File: src/rtl/shintc_pkg.sv
package shintc_pkg;

   typedef enum logic [1:0] {
      SEL_NONE   = 2'd0,
      SEL_CAUSE  = 2'd1,
      SEL_UNMASK = 2'd2
   } reg_sel_e;

   localparam int unsigned CAUSE_OFS  = 0;
   localparam int unsigned UNMASK_OFS = 4;

endpackage

File: src/rtl/shintc_cause_bank.sv
module shintc_cause_bank #(
   parameter int unsigned W = 32
) (
   input  logic         clk,
   input  logic         rst_n,
   input  logic [W-1:0] evt_set,
   input  logic [W-1:0] clr_req,
   output logic [W-1:0] cause_q
);

   // One sticky flop per event; a set in the same cycle overrides a clear.
   for (genvar i = 0; i < W; i++) begin : g_bit
      always_ff @(posedge clk) begin
         if (!rst_n)
            cause_q[i] <= 1'b0;
         else if (evt_set[i])
            cause_q[i] <= 1'b1;
         else if (clr_req[i])
            cause_q[i] <= 1'b0;
      end
   end

   // a pulse always leaves its bit set, even against a clear
   a_r4_set_wins : assert property (@(posedge clk) disable iff (!rst_n)
      (|evt_set) |=> ((cause_q & $past(evt_set)) == $past(evt_set)));

   // nothing but a clearing write removes a pending bit
   a_r2_sticky : assert property (@(posedge clk) disable iff (!rst_n)
      1'b1 |=> ((($past(cause_q) & ~$past(clr_req)) & ~cause_q) == '0));

   // a cleared bit without a concurrent pulse is gone
   a_r3_clear_takes : assert property (@(posedge clk) disable iff (!rst_n)
      1'b1 |=> ((cause_q & $past(clr_req) & ~$past(evt_set)) == '0));

endmodule

File: src/rtl/shintc_unmask_reg.sv
module shintc_unmask_reg #(
   parameter int unsigned W = 32
) (
   input  logic         clk,
   input  logic         rst_n,
   input  logic         we,
   input  logic [W-1:0] wdata,
   output logic [W-1:0] unmask_q
);

   always_ff @(posedge clk) begin
      if (!rst_n)
         unmask_q <= '0;
      else if (we)
         unmask_q <= wdata;
   end

   // the stored mask equals the last written value
   a_r5_unmask_store : assert property (@(posedge clk) disable iff (!rst_n)
      we |=> (unmask_q == $past(wdata)));

endmodule

File: src/rtl/shintc_regif.sv
module shintc_regif
   import shintc_pkg::*;
#(
   parameter int unsigned W  = 32,
   parameter int unsigned AW = 4
) (
   input  logic          wr_en,
   input  logic [AW-1:0] addr,
   input  logic [W-1:0]  wdata,
   input  logic [W-1:0]  cause_q,
   input  logic [W-1:0]  unmask_q,
   output logic [W-1:0]  cause_clr,
   output logic          unmask_we,
   output logic [W-1:0]  rdata
);

   localparam logic [AW-1:0] CAUSE_A  = AW'(CAUSE_OFS);
   localparam logic [AW-1:0] UNMASK_A = AW'(UNMASK_OFS);

   reg_sel_e sel;

   always_comb begin
      if (addr == CAUSE_A)
         sel = SEL_CAUSE;
      else if (addr == UNMASK_A)
         sel = SEL_UNMASK;
      else
         sel = SEL_NONE;
   end

   always_comb begin
      cause_clr = (wr_en && sel == SEL_CAUSE) ? wdata : '0;
      unmask_we = wr_en && sel == SEL_UNMASK;
      case (sel)
         SEL_CAUSE:  rdata = cause_q;
         SEL_UNMASK: rdata = unmask_q;
         default:    rdata = '0;
      endcase
   end

   // one write never reaches both registers
   always_comb begin
      a_r5_one_target : assert (!(unmask_we && (|cause_clr)));
   end

endmodule

File: src/rtl/shintc_irq_split.sv
module shintc_irq_split #(
   parameter int unsigned W    = 32,
   parameter int unsigned LO   = 24,
   parameter int unsigned N    = 4,
   parameter bit          PIPE = 1'b1
) (
   input  logic         clk,
   input  logic         rst_n,
   input  logic [W-1:0] pending,
   output logic         irq_grp,
   output logic         irq_rest
);

   localparam logic [W-1:0] GRP_MASK = {{(W-N){1'b0}}, {N{1'b1}}} << LO;

   logic grp_d, rest_d;

   assign grp_d  = |(pending & GRP_MASK);
   assign rest_d = |(pending & ~GRP_MASK);

   if (PIPE) begin : g_reg
      always_ff @(posedge clk) begin
         if (!rst_n) begin
            irq_grp  <= 1'b0;
            irq_rest <= 1'b0;
         end else begin
            irq_grp  <= grp_d;
            irq_rest <= rest_d;
         end
      end

      // legacy line tracks its group one clock later
      a_r6_grp_rise : assert property (@(posedge clk) disable iff (!rst_n)
         (|(pending & GRP_MASK)) |=> irq_grp);
      a_r9_grp_quiet : assert property (@(posedge clk) disable iff (!rst_n)
         !(|(pending & GRP_MASK)) |=> !irq_grp);
      // event line tracks everything outside the group
      a_r7_rest_rise : assert property (@(posedge clk) disable iff (!rst_n)
         (|(pending & ~GRP_MASK)) |=> irq_rest);
      a_r9_rest_quiet : assert property (@(posedge clk) disable iff (!rst_n)
         !(|(pending & ~GRP_MASK)) |=> !irq_rest);
   end else begin : g_comb
      assign irq_grp  = grp_d;
      assign irq_rest = rest_d;
   end

endmodule

File: src/rtl/shcause_irq_ctrl.sv
module shcause_irq_ctrl #(
   parameter int unsigned EVT_W    = 32,
   parameter int unsigned INTX_LO  = 24,
   parameter int unsigned INTX_N   = 4,
   parameter int unsigned ADDR_W   = 4,
   parameter bit          IRQ_PIPE = 1'b1
) (
   input  logic              clk,
   input  logic              rst_n,
   input  logic [EVT_W-1:0]  evt_pulse,
   input  logic              reg_wr_en,
   input  logic [ADDR_W-1:0] reg_addr,
   input  logic [EVT_W-1:0]  reg_wdata,
   output logic [EVT_W-1:0]  reg_rdata,
   output logic              irq_legacy,
   output logic              irq_event
);

   if (INTX_N < 1 || INTX_LO + INTX_N > EVT_W) begin : g_bad_group
      $error("legacy group must lie inside the event vector");
   end
   if (INTX_N >= EVT_W) begin : g_no_rest
      $error("event group outside the legacy bits must not be empty");
   end
   if (ADDR_W < 3) begin : g_bad_addr
      $error("address must be wide enough for offset 0x4");
   end

   logic [EVT_W-1:0] cause_q, unmask_q, cause_clr, pending;
   logic             unmask_we;

   shintc_regif #(.W(EVT_W), .AW(ADDR_W)) regif_i (
      .wr_en     (reg_wr_en),
      .addr      (reg_addr),
      .wdata     (reg_wdata),
      .cause_q   (cause_q),
      .unmask_q  (unmask_q),
      .cause_clr (cause_clr),
      .unmask_we (unmask_we),
      .rdata     (reg_rdata)
   );

   shintc_cause_bank #(.W(EVT_W)) cause_i (
      .clk     (clk),
      .rst_n   (rst_n),
      .evt_set (evt_pulse),
      .clr_req (cause_clr),
      .cause_q (cause_q)
   );

   shintc_unmask_reg #(.W(EVT_W)) unmask_i (
      .clk      (clk),
      .rst_n    (rst_n),
      .we       (unmask_we),
      .wdata    (reg_wdata),
      .unmask_q (unmask_q)
   );

   assign pending = cause_q & unmask_q;

   shintc_irq_split #(.W(EVT_W), .LO(INTX_LO), .N(INTX_N), .PIPE(IRQ_PIPE)) split_i (
      .clk      (clk),
      .rst_n    (rst_n),
      .pending  (pending),
      .irq_grp  (irq_legacy),
      .irq_rest (irq_event)
   );

endmodule

File: config.mk
export PLATFORM = sky130hd
export DESIGN_NAME = shcause_irq_ctrl
export DESIGN_NICKNAME = d
export VERILOG_FILES = /design/src/rtl/shintc_pkg.sv /design/src/rtl/shintc_cause_bank.sv /design/src/rtl/shintc_unmask_reg.sv /design/src/rtl/shintc_regif.sv /design/src/rtl/shintc_irq_split.sv /design/src/rtl/shcause_irq_ctrl.sv
export SDC_FILE = /design/constraint.sdc
export NUM_CORES = 1
export LEC_CHECK = 0
export BUFFER_PORTS_ARGS = -buffer_cell sky130_fd_sc_hd__clkbuf_2
export CORE_ASPECT_RATIO = 1.1
export CORE_MARGIN = 2
export CORE_UTILIZATION = 30
export CTS_BUF_LIST = sky130_fd_sc_hd__clkbuf_8
export CTS_CLUSTER_SIZE = 28
export DETAILED_ROUTE_END_ITERATION = 12
export GPL_TIMING_DRIVEN = 0
export PLACE_DENSITY = 0.61
export SLEW_MARGIN = 10
export SYNTH_ARGS = -nofsm -noshare
export SYNTH_HDL_FRONTEND = slang
export SYNTH_SLANG_ARGS = --single-unit
File: constraint.sdc
create_clock -name clk -period 1.3 [get_ports clk]
set_input_delay 0.26 -clock clk [delete_from_list [all_inputs] [get_ports clk]]
set_output_delay 0.26 -clock clk [all_outputs]
set_load 0.005 [all_outputs]
==> flow_metrics.env, run 1 <==
export IMPL_drc=0
export IMPL_synth_top_area_share_pct=45.8
export IMPL_ys_seq_area_share_pct=45.8
export IMPL_status="finished, violations left"
export IMPL_clk_pin_slew_worst_paths_ps=80
export IMPL_worst_pin_slew_ps=614
export IMPL_worst_slack_ps=-237
export IMPL_place_area_um2=3550
export IMPL_leakagePower_uw=0.00179
export IMPL_synth_avg_cell_area_um2=9.40
export IMPL_ant_nets=0
export IMPL_clockBufferDepth=2
export IMPL_dp_cells=527
export IMPL_synth_flop_cell="dfxtp_1"
export IMPL_ir_worst_vdd_v=0.000550
export IMPL_synth_nets=378
export IMPL_area_growth_pct=47.7
export IMPL_grt_pass1_vias=2706
export IMPL_gp_routability_congestion=0.783
export IMPL_finalHoldViolations=0
export IMPL_ys_seq_elements=66
export IMPL_path_class="primary input to primary output"
export IMPL_grt_first_pass_wirelength_um=14400
export IMPL_grt_use_total_pct=17.9
export IMPL_fin_cells=558
export IMPL_whs_path_depth=2
export IMPL_postSynthCellCount=307
export IMPL_crit_fanout=7
export IMPL_power_density_nw_per_um2=1010
export IMPL_ys_top_cells_by_count="dfxtp_1 (66), nand2_1 (65), a21boi_0 (35)"
export IMPL_slew_viol_final=0
export IMPL_crit_end="reg_rdata[21]"
export IMPL_die_w_um=97.5
export IMPL_start_kind="primary input"
export IMPL_fin_crit_sh_pct=118
export IMPL_start_util_pct=30.9
export IMPL_r2r_start="unmask_i.unmask_q[16]"
export IMPL_wl_per_cell_um=17.7
export IMPL_drive_above_1_share_pct=39.2
export IMPL_routed_via_density=5.08
export IMPL_hold_class="primary input to register"
export IMPL_diodes=0
export IMPL_cts_buffers=9
export IMPL_synth_area_um2=2890
export IMPL_antenna_found_initial=0
export IMPL_drtIter0Drc=125
export IMPL_io_buffers=103
export IMPL_ios=105
export IMPL_period_needed_ps=1540
export IMPL_nFillCells=913
export IMPL_vias=2836
export IMPL_ys_async_sr_fraction_pct=0
export IMPL_synth_top_family_by_area="compound AO/OA/AOI/OAI gates"
export IMPL_violations="negative setup slack"
export IMPL_cp_end_kind="primary output"
export IMPL_insertion_delay_ps=340
export IMPL_rows=37
export IMPL_r2r_slack_ps=30
export IMPL_crit_start="reg_addr[3]"
export IMPL_cts_hold_buf=0
export IMPL_cts_tree="done"
export IMPL_ys_types=16
export IMPL_grt_max_degree=11
export IMPL_synth_top_area_cell="dfxtp_1"
export IMPL_synthXorXnorAreaFrac_pct=0
export IMPL_h_tree_depth=3
export IMPL_nNetsFinal=508
export IMPL_reg2reg_depth=4
export IMPL_die_y_um=107
export IMPL_setup_viol=64
export IMPL_fin_worst_skew_ps=9.49
export IMPL_fin_area_um2=4260
export IMPL_drv_cap=0
export IMPL_relSlewSlack_pct=59.1
export IMPL_post_route_util_pct=45.6
export IMPL_rsz0062_at_grt="yes"
export IMPL_reg2reg_to="split_i.irq_rest"
export IMPL_cts_root_buf="clkbuf_8"
export IMPL_critPathRequiredTime_ps=1040
export IMPL_yosys_mux_area_fraction_pct=0
export IMPL_finalWirelength_um=9880
export IMPL_crit_arrival_ps=1280
export IMPL_hpwl_um=6720
export IMPL_synth_edff_count=0
export IMPL_clock_sinks=66
export IMPL_synth_compound_area_share_pct=39.6
export IMPL_netlist_top_cells_area="dfxtp_1 (46%), a22o_1 (10%), a21boi_0 (9.1%), nand2_1 (8.5%), o21a_1 (8.3%)"
export IMPL_fmax_mhz=651
export IMPL_synth_simple_area_share_pct=11.1
export IMPL_power_total_uw=4320
export IMPL_die_area_um2=10400
export IMPL_synth_most_common_cell="dfxtp_1"
export IMPL_synth_adder_area_share_pct=0
export IMPL_core_area_um2=9350
export IMPL_pre_cts_slack_ps=-648
export IMPL_grt_overflow_total=0
export IMPL_firstDrtPassIters=4
export IMPL_yosysWarnings=0
[layer usage]
| layer | vias up | track usage (%) | part of all wire [%] |
|---|---|---|---|
| met1 | 1363 | 23.0 | 45 |
| li1 | 1386 | - | - |
| met5 | - | 0 | 0 |
| met2 | 76 | 30.0 | 49 |
| met4 | 0 | 6.45 | 1.2 |
| met3 | 11 | 3.85 | 4.5 |
[registers in the layout, summed over array words and instances, names as in the netlist]
register and count:
cause_i.cause_q 32, unmask_i.unmask_q 32, split_i.irq_grp 1, split_i.irq_rest 1
[how the worst min path moves through the flow]
stage	from	end
after floorplan	evt_pulse[0]	cause_i.cause_q[0]
after global placement	unmask_i.unmask_q[22]	unmask_i.unmask_q[22]
after detailed placement	unmask_i.unmask_q[27]	unmask_i.unmask_q[27]
after CTS	evt_pulse[13]	cause_i.cause_q[13]
after global routing	evt_pulse[13]	cause_i.cause_q[13]
final	evt_pulse[1]	cause_i.cause_q[1]
[final cells by class]
cell class / count / area [um2] / area share, %
Tap cell: 117 / 146 / 3.43
Timing Repair Buffer: 119 / 790 / 18.5
Sequential cell: 66 / 1320 / 31.1
Buffer: 23 / 280 / 6.57
Multi-Input combinational cell: 218 / 1530 / 36.0
Clock inverter: 2 / 11.3 / 0.264
Clock buffer: 13 / 179 / 4.20
[layout by cell type (no fill, tap or decap), drive strengths merged, types with 2 or more instances in the layout]
cell	netlist	final
clkbuf	16	116
buf	7	39
a221oi	2	2
dfxtp	66	66
and2	2	2
nand2	65	65
a21boi	65	65
o21a	32	32
a22o	34	34
a22oi	12	12
nand4	3	3
[worst max-delay path: stages]
cell and delay [ps]:
buf_8 100, nor4_4 260, buf_6 190, clkbuf_16 160, a22o_1 170, clkbuf_2 130
[per-stage QoR]
stage | TNS, ps | hold slack [ps]
2_1_floorplan | -2570 | 384
3_3_place_gp | -46390 | 454
4_1_cts | -6630 | 110
3_5_place_dp | -46250 | 459
6_report | -7630 | 116
5_1_grt | -12450 | 103
[cell families after synthesis]
logic type             after synthesis
buffers and inverters               23
AND/OR/NAND/NOR                     72
AO/OA/AOI/OAI                      146
flip-flops                          66
[timing repair]
item,4_1_cts,5_1_grt
setup endpoints to repair,93,94
gates cloned,2,8
buffers inserted,3,3
pin swaps,18,19
resized for setup,36,79
[report_power, final]
group | switching [uW] | leakage [uW] | internal, uW | total (uW)
logic | 206 | 0.00115 | 273 | 479
registers | 70.5 | 0.000544 | 2110 | 2180
clock network | 776 | 0.0000989 | 885 | 1660
No activity file was read; power rests on OpenSTA's default activity.
==> inputs of run 2 (changes only) <==
--- a/config.mk
+++ b/config.mk
@@ -9,11 +9,12 @@
 export CORE_ASPECT_RATIO = 1.1
 export CORE_MARGIN = 2
 export CORE_UTILIZATION = 30
-export CTS_BUF_LIST = sky130_fd_sc_hd__clkbuf_8
+export CTS_BUF_LIST = sky130_fd_sc_hd__clkbuf_8 sky130_fd_sc_hd__clkbuf_16
 export CTS_CLUSTER_SIZE = 28
 export DETAILED_ROUTE_END_ITERATION = 12
 export GPL_TIMING_DRIVEN = 0
 export PLACE_DENSITY = 0.61
+export SKIP_CTS_REPAIR_TIMING = 1
 export SLEW_MARGIN = 10
 export SYNTH_ARGS = -nofsm -noshare
 export SYNTH_HDL_FRONTEND = slang
==> flow_metrics.env, run 2 (synthesis gave the netlist of run 1 again) <==
export IMPL_worst_pin_slew_ps=634
export IMPL_rows=37
export IMPL_core_area_um2=9350
export IMPL_grt_pass1_vias=2679
export IMPL_crit_arrival_ps=1320
export IMPL_start_kind="primary input"
export IMPL_fin_crit_sh_pct=122
export IMPL_min_to="cause_i.cause_q[1]"
export IMPL_rsz0062_at_grt="yes"
export IMPL_reg2reg_depth=4
export IMPL_grt_overflow_total=0
export IMPL_insertion_delay_ps=340
export IMPL_cp_end_kind="primary output"
export IMPL_ant_nets=0
export IMPL_r2r_start="cause_i.cause_q[16]"
export IMPL_start_util_pct=30.9
export IMPL_grt_first_pass_wirelength_um=14100
export IMPL_layout_commonest_cell="clkbuf_2"
export IMPL_drtIter0Drc=105
export IMPL_relSlewSlack_pct=57.7
export IMPL_hpwl_um=6720
export IMPL_cts_root_buf="clkbuf_8"
export IMPL_die_area_um2=10400
export IMPL_finalHoldViolations=0
export IMPL_area_growth_pct=44.8
export IMPL_reg2reg_to="split_i.irq_rest"
export IMPL_drv_cap=0
export IMPL_drc=0
export IMPL_firstDrtPassIters=4
export IMPL_io_buffers=103
export IMPL_hp_start="evt_pulse[1]"
export IMPL_whs_ps=112
export IMPL_h_tree_depth=3
export IMPL_pre_cts_slack_ps=-648
export IMPL_diodes=0
export IMPL_antenna_found_initial=0
export IMPL_grt_max_degree=11
export IMPL_critPathRequiredTime_ps=1040
export IMPL_ir_worst_vdd_v=0.000548
export IMPL_whs_path_depth=2
export IMPL_r2r_slack_ps=40
export IMPL_clk_pin_slew_worst_paths_ps=70
export IMPL_setup_tns_ps=-10860
export IMPL_hold_class="primary input to register"
export IMPL_worst_slack_ps=-280
export IMPL_nNetsFinal=508
export IMPL_wl_per_cell_um=17.4
export IMPL_reg_top3="cause_i.cause_q (32), unmask_i.unmask_q (32)"
export IMPL_power_total_uw=4300
export IMPL_fin_worst_skew_ps=7.97
export IMPL_final_cell_mix="clkbuf_2 (86), dfxtp_1 (65), nand2_1 (62)"
export IMPL_cts_tree="done"
export IMPL_ios=105
export IMPL_die_y_um=107
export IMPL_finalWirelength_um=9730
export IMPL_post_route_util_pct=44.7
export IMPL_slew_viol_final=0
export IMPL_leakagePower_uw=0.00176
export IMPL_grt_use_total_pct=17.6
export IMPL_fmax_mhz=633
export IMPL_vias=2832
export IMPL_cts_buffers=9
export IMPL_drive_above_1_share_pct=36.5
export IMPL_routed_via_density=5.08
export IMPL_gp_routability_congestion=0.783
export IMPL_violations="negative setup slack"
export IMPL_clock_sinks=66
export IMPL_power_density_nw_per_um2=1030
export IMPL_period_needed_ps=1580
export IMPL_path_class="primary input to primary output"
export IMPL_status="finished, violations left"
export IMPL_clockBufferDepth=2
export IMPL_setup_viol=67
export IMPL_die_w_um=97.5
export IMPL_crit_fanout=7
[run 2: cell count changes in the layout (fill, tap and decap cells not counted), sizes merged]
cell    delta
clkbuf     -4
buf        +4
[run 2: worst max-delay path: stages]
cell and delay [ps]:
buf_8 100, nor4_4 290, buf_6 220, buf_8 140
a22o_1 170, clkbuf_2 130
[run 2: final cells by class]
class / instances / area [um2]
Buffer: 23 / 234
Tap cell: 117 / 146
Clock inverter: 2 / 11.3
Clock buffer: 13 / 179
Fill cell: 924 / 5170
Sequential cell: 66 / 1320
Multi-Input combinational cell: 218 / 1500
Timing Repair Buffer: 119 / 792
[run 2: how the worst max path moves through the flow]
stage / from / end / cells past startpoint
CTS: reg_addr[3] / reg_rdata[2] / 5
finish: reg_addr[0] / reg_rdata[21] / 6
detailed placement: reg_addr[3] / reg_rdata[2] / 5
global route: reg_addr[0] / reg_rdata[2] / 6
global placement: reg_addr[3] / reg_rdata[5] / 5
floorplan: reg_addr[3] / reg_rdata[10] / 3
[run 2: where the power goes]
part | internal, uW | switching (uW) | leakage [uW]
registers | 2110 | 69.7 | 0.000543
logic | 262 | 201 | 0.00112
clock network | 884 | 777 | 0.0000989
total | 3260 | 1050 | 0.00176
[run 2: metrics by stage]
stage	std cells	instance area, um2
3_5_place_dp	527	3550
5_1_grt	558	4180
3_3_place_gp	527	3550
4_1_cts	542	3740
2_1_floorplan	307	2890
6_report	558	4180
[run 2: layer usage]
layer,part of all wire [%],GRT usage [%]
met4,1.5,6.45
met1,46,22.5
met2,48,29.5
met5,0,0
met3,4.5,3.85
==> inputs of run 3 (changes only) <==
--- a/config.mk
+++ b/config.mk
@@ -5,15 +5,15 @@
 export SDC_FILE = /design/constraint.sdc
 export NUM_CORES = 1
 export LEC_CHECK = 0
-export BUFFER_PORTS_ARGS = -buffer_cell sky130_fd_sc_hd__clkbuf_2
 export CORE_ASPECT_RATIO = 1.1
 export CORE_MARGIN = 2
 export CORE_UTILIZATION = 30
 export CTS_BUF_LIST = sky130_fd_sc_hd__clkbuf_8 sky130_fd_sc_hd__clkbuf_16
 export CTS_CLUSTER_SIZE = 28
 export DETAILED_ROUTE_END_ITERATION = 12
+export DONT_BUFFER_PORTS = 1
 export GPL_TIMING_DRIVEN = 0
-export PLACE_DENSITY = 0.61
+export PLACE_DENSITY = 0.51
 export SKIP_CTS_REPAIR_TIMING = 1
 export SLEW_MARGIN = 10
 export SYNTH_ARGS = -nofsm -noshare
==> flow_metrics.env, run 3 (synthesis gave the netlist of run 1 again) <==
export IMPL_power_switching_uw=993
export IMPL_met3WireLength_um=648
export IMPL_drv_cap=0
export IMPL_period_needed_ps=1470
export IMPL_relSlewSlack_pct=54.8
export IMPL_min_to="cause_i.cause_q[27]"
export IMPL_fin_crit_sh_pct=113
export IMPL_grt_use_total_pct=17.8
export IMPL_worst_slack_ps=-166
export IMPL_whs_path_depth=1
export IMPL_sw_frac_of_total_pct=23.7
export IMPL_cts_root_buf="clkbuf_8"
export IMPL_die_area_um2=10400
export IMPL_slew_viol_final=0
export IMPL_start_util_pct=30.9
export IMPL_violations="negative setup slack"
export IMPL_clockBufferDepth=2
export IMPL_crit_arrival_ps=1210
export IMPL_die_y_um=107
export IMPL_crit_fanout=6
export IMPL_hpwl_um=6700
export IMPL_insertion_delay_ps=340
export IMPL_cts_buffers=9
export IMPL_setup_viol=28
export IMPL_clock_sinks=66
export IMPL_reg2reg_depth=4
export IMPL_setup_tns_ps=-3400
export IMPL_ir_worst_vdd_v=0.000392
export IMPL_grt_overflow_total=0
export IMPL_core_area_um2=9350
export IMPL_routed_via_density=5.40
export IMPL_grt_max_degree=11
export IMPL_path_class="primary input to primary output"
export IMPL_vias=2417
export IMPL_rows=37
export IMPL_critPathBufInv=2
export IMPL_slowest_stage="nor4b_4"
export IMPL_cts_tree="done"
export IMPL_cpPeakStageDelay_ps=430
export IMPL_antenna_found_initial=0
export IMPL_wl_per_cell_um=21.2
export IMPL_cp_end_kind="primary output"
export IMPL_drc=0
export IMPL_diodes=0
export IMPL_finalWirelength_um=9500
export IMPL_rsz0062_at_grt="yes"
export IMPL_grt_pass1_vias=2347
export IMPL_crit_path_cell_trace="nor4b_4 -> buf_4 -> buf_6 -> a22o_1"
export IMPL_gp_routability_congestion=0.757
export IMPL_area_growth_pct=18.2
export IMPL_drive_above_1_share_pct=13.6
export IMPL_io_buffers=0
export IMPL_nFillCells=999
export IMPL_r2r_start="unmask_i.unmask_q[16]"
export IMPL_power_total_uw=4200
export IMPL_start_kind="primary input"
export IMPL_cp_top_family="simple AND/OR/NAND/NOR gates"
export IMPL_leakagePower_uw=0.00122
export IMPL_fin_worst_skew_ps=9.39
export IMPL_wl_met2_um=4710
export IMPL_drtIter0Drc=82
export IMPL_clk_pin_slew_worst_paths_ps=80
export IMPL_r2r_slack_ps=40
export IMPL_worst_pin_slew_ps=679
export IMPL_status="finished, violations left"
export IMPL_seqPwrFrac_pct=51.9
export IMPL_power_density_nw_per_um2=1230
export IMPL_reg_top3="cause_i.cause_q (32), unmask_i.unmask_q (32)"
export IMPL_h_tree_depth=3
export IMPL_hold_class="primary input to register"
export IMPL_final_cell_mix="nand2_1 (65), dfxtp_1 (65), a21boi_0 (35)"
export IMPL_firstDrtPassIters=5
export IMPL_seq_area_um2=1320
export IMPL_fmax_mhz=682
export IMPL_die_w_um=97.5
export IMPL_top_layer="met4"
export IMPL_combPwrFrac_pct=6.9
export IMPL_critPathRequiredTime_ps=1040
export IMPL_clockPowerShare_pct=41.3
export IMPL_multiInputGateArea_um2=1490
export IMPL_ant_nets=0
export IMPL_reg2reg_to="split_i.irq_rest"
export IMPL_hp_start="evt_pulse[27]"
export IMPL_nNetsFinal=397
export IMPL_finalHoldViolations=0
export IMPL_ios=105
export IMPL_internal_power_uw=3200
export IMPL_drt_met1_wl_um=4090
export IMPL_grt_first_pass_wirelength_um=13800
-- run 3: worst max-delay path by stage --
| stage | depth (start not counted) | startpoint | end |
|---|---|---|---|
| floorplan | 3 | reg_addr[3] | reg_rdata[10] |
| global route | 4 | reg_addr[0] | reg_rdata[3] |
| finish | 4 | reg_addr[0] | reg_rdata[2] |
| detailed placement | 5 | reg_addr[3] | cause_i.cause_q[14] |
| CTS | 3 | reg_addr[3] | reg_rdata[5] |
| global placement | 3 | reg_addr[3] | reg_rdata[5] |
-- run 3: cell type report --
| class | count | area share, % |
|---|---|---|
| multi-input cells | 218 | 43.8 |
| flip-flops and latches | 66 | 38.7 |
| clock buffers | 14 | 5.65 |
| plain buffers | 23 | 4.47 |
| well taps | 117 | 4.29 |
| repair buffers | 8 | 2.82 |
| clock inverters | 2 | 0.257 |
-- run 3: metrics by stage --
stage          instance area [um2]  util (%)  worst slack (ps)  hold WS [ps]  cells
6_report                      3410      36.5              -166          34.1    448
5_1_grt                       3410      36.5              -214          7.60    448
4_1_cts                       3240      34.6              -451          18.0    440
3_5_place_dp                  3040      32.5              -485           387    424
3_3_place_gp                  3040      32.5              -446           385    424
2_1_floorplan                 2890         -             -58.5           384    307
-- run 3: power by group through the flow --
stage | Sequential (uW) | Combinational [uW] | Clock, uW
5_1_grt | 2190 | 318 | 1890
2_1_floorplan | 2200 | 202 | 0
4_1_cts | 2180 | 265 | 1780
3_3_place_gp | 2220 | 260 | 0
6_report | 2180 | 288 | 1730
3_5_place_dp | 2220 | 265 | 0
-- run 3: worst reg2reg max path, delay by kind of cell, from the launching register on --
kind,cells,cell delay [ps]
AND/OR/NAND/NOR,1,120
flip-flops,1,330
AO/OA/AOI/OAI,3,710
-- run 3: per-layer routing --
layer	global-route usage (%)	vias to the layer above
met2	30.1	83
met3	5.87	4
met5	0	-
li1	-	1159
met1	21.1	1171
met4	6.45	0
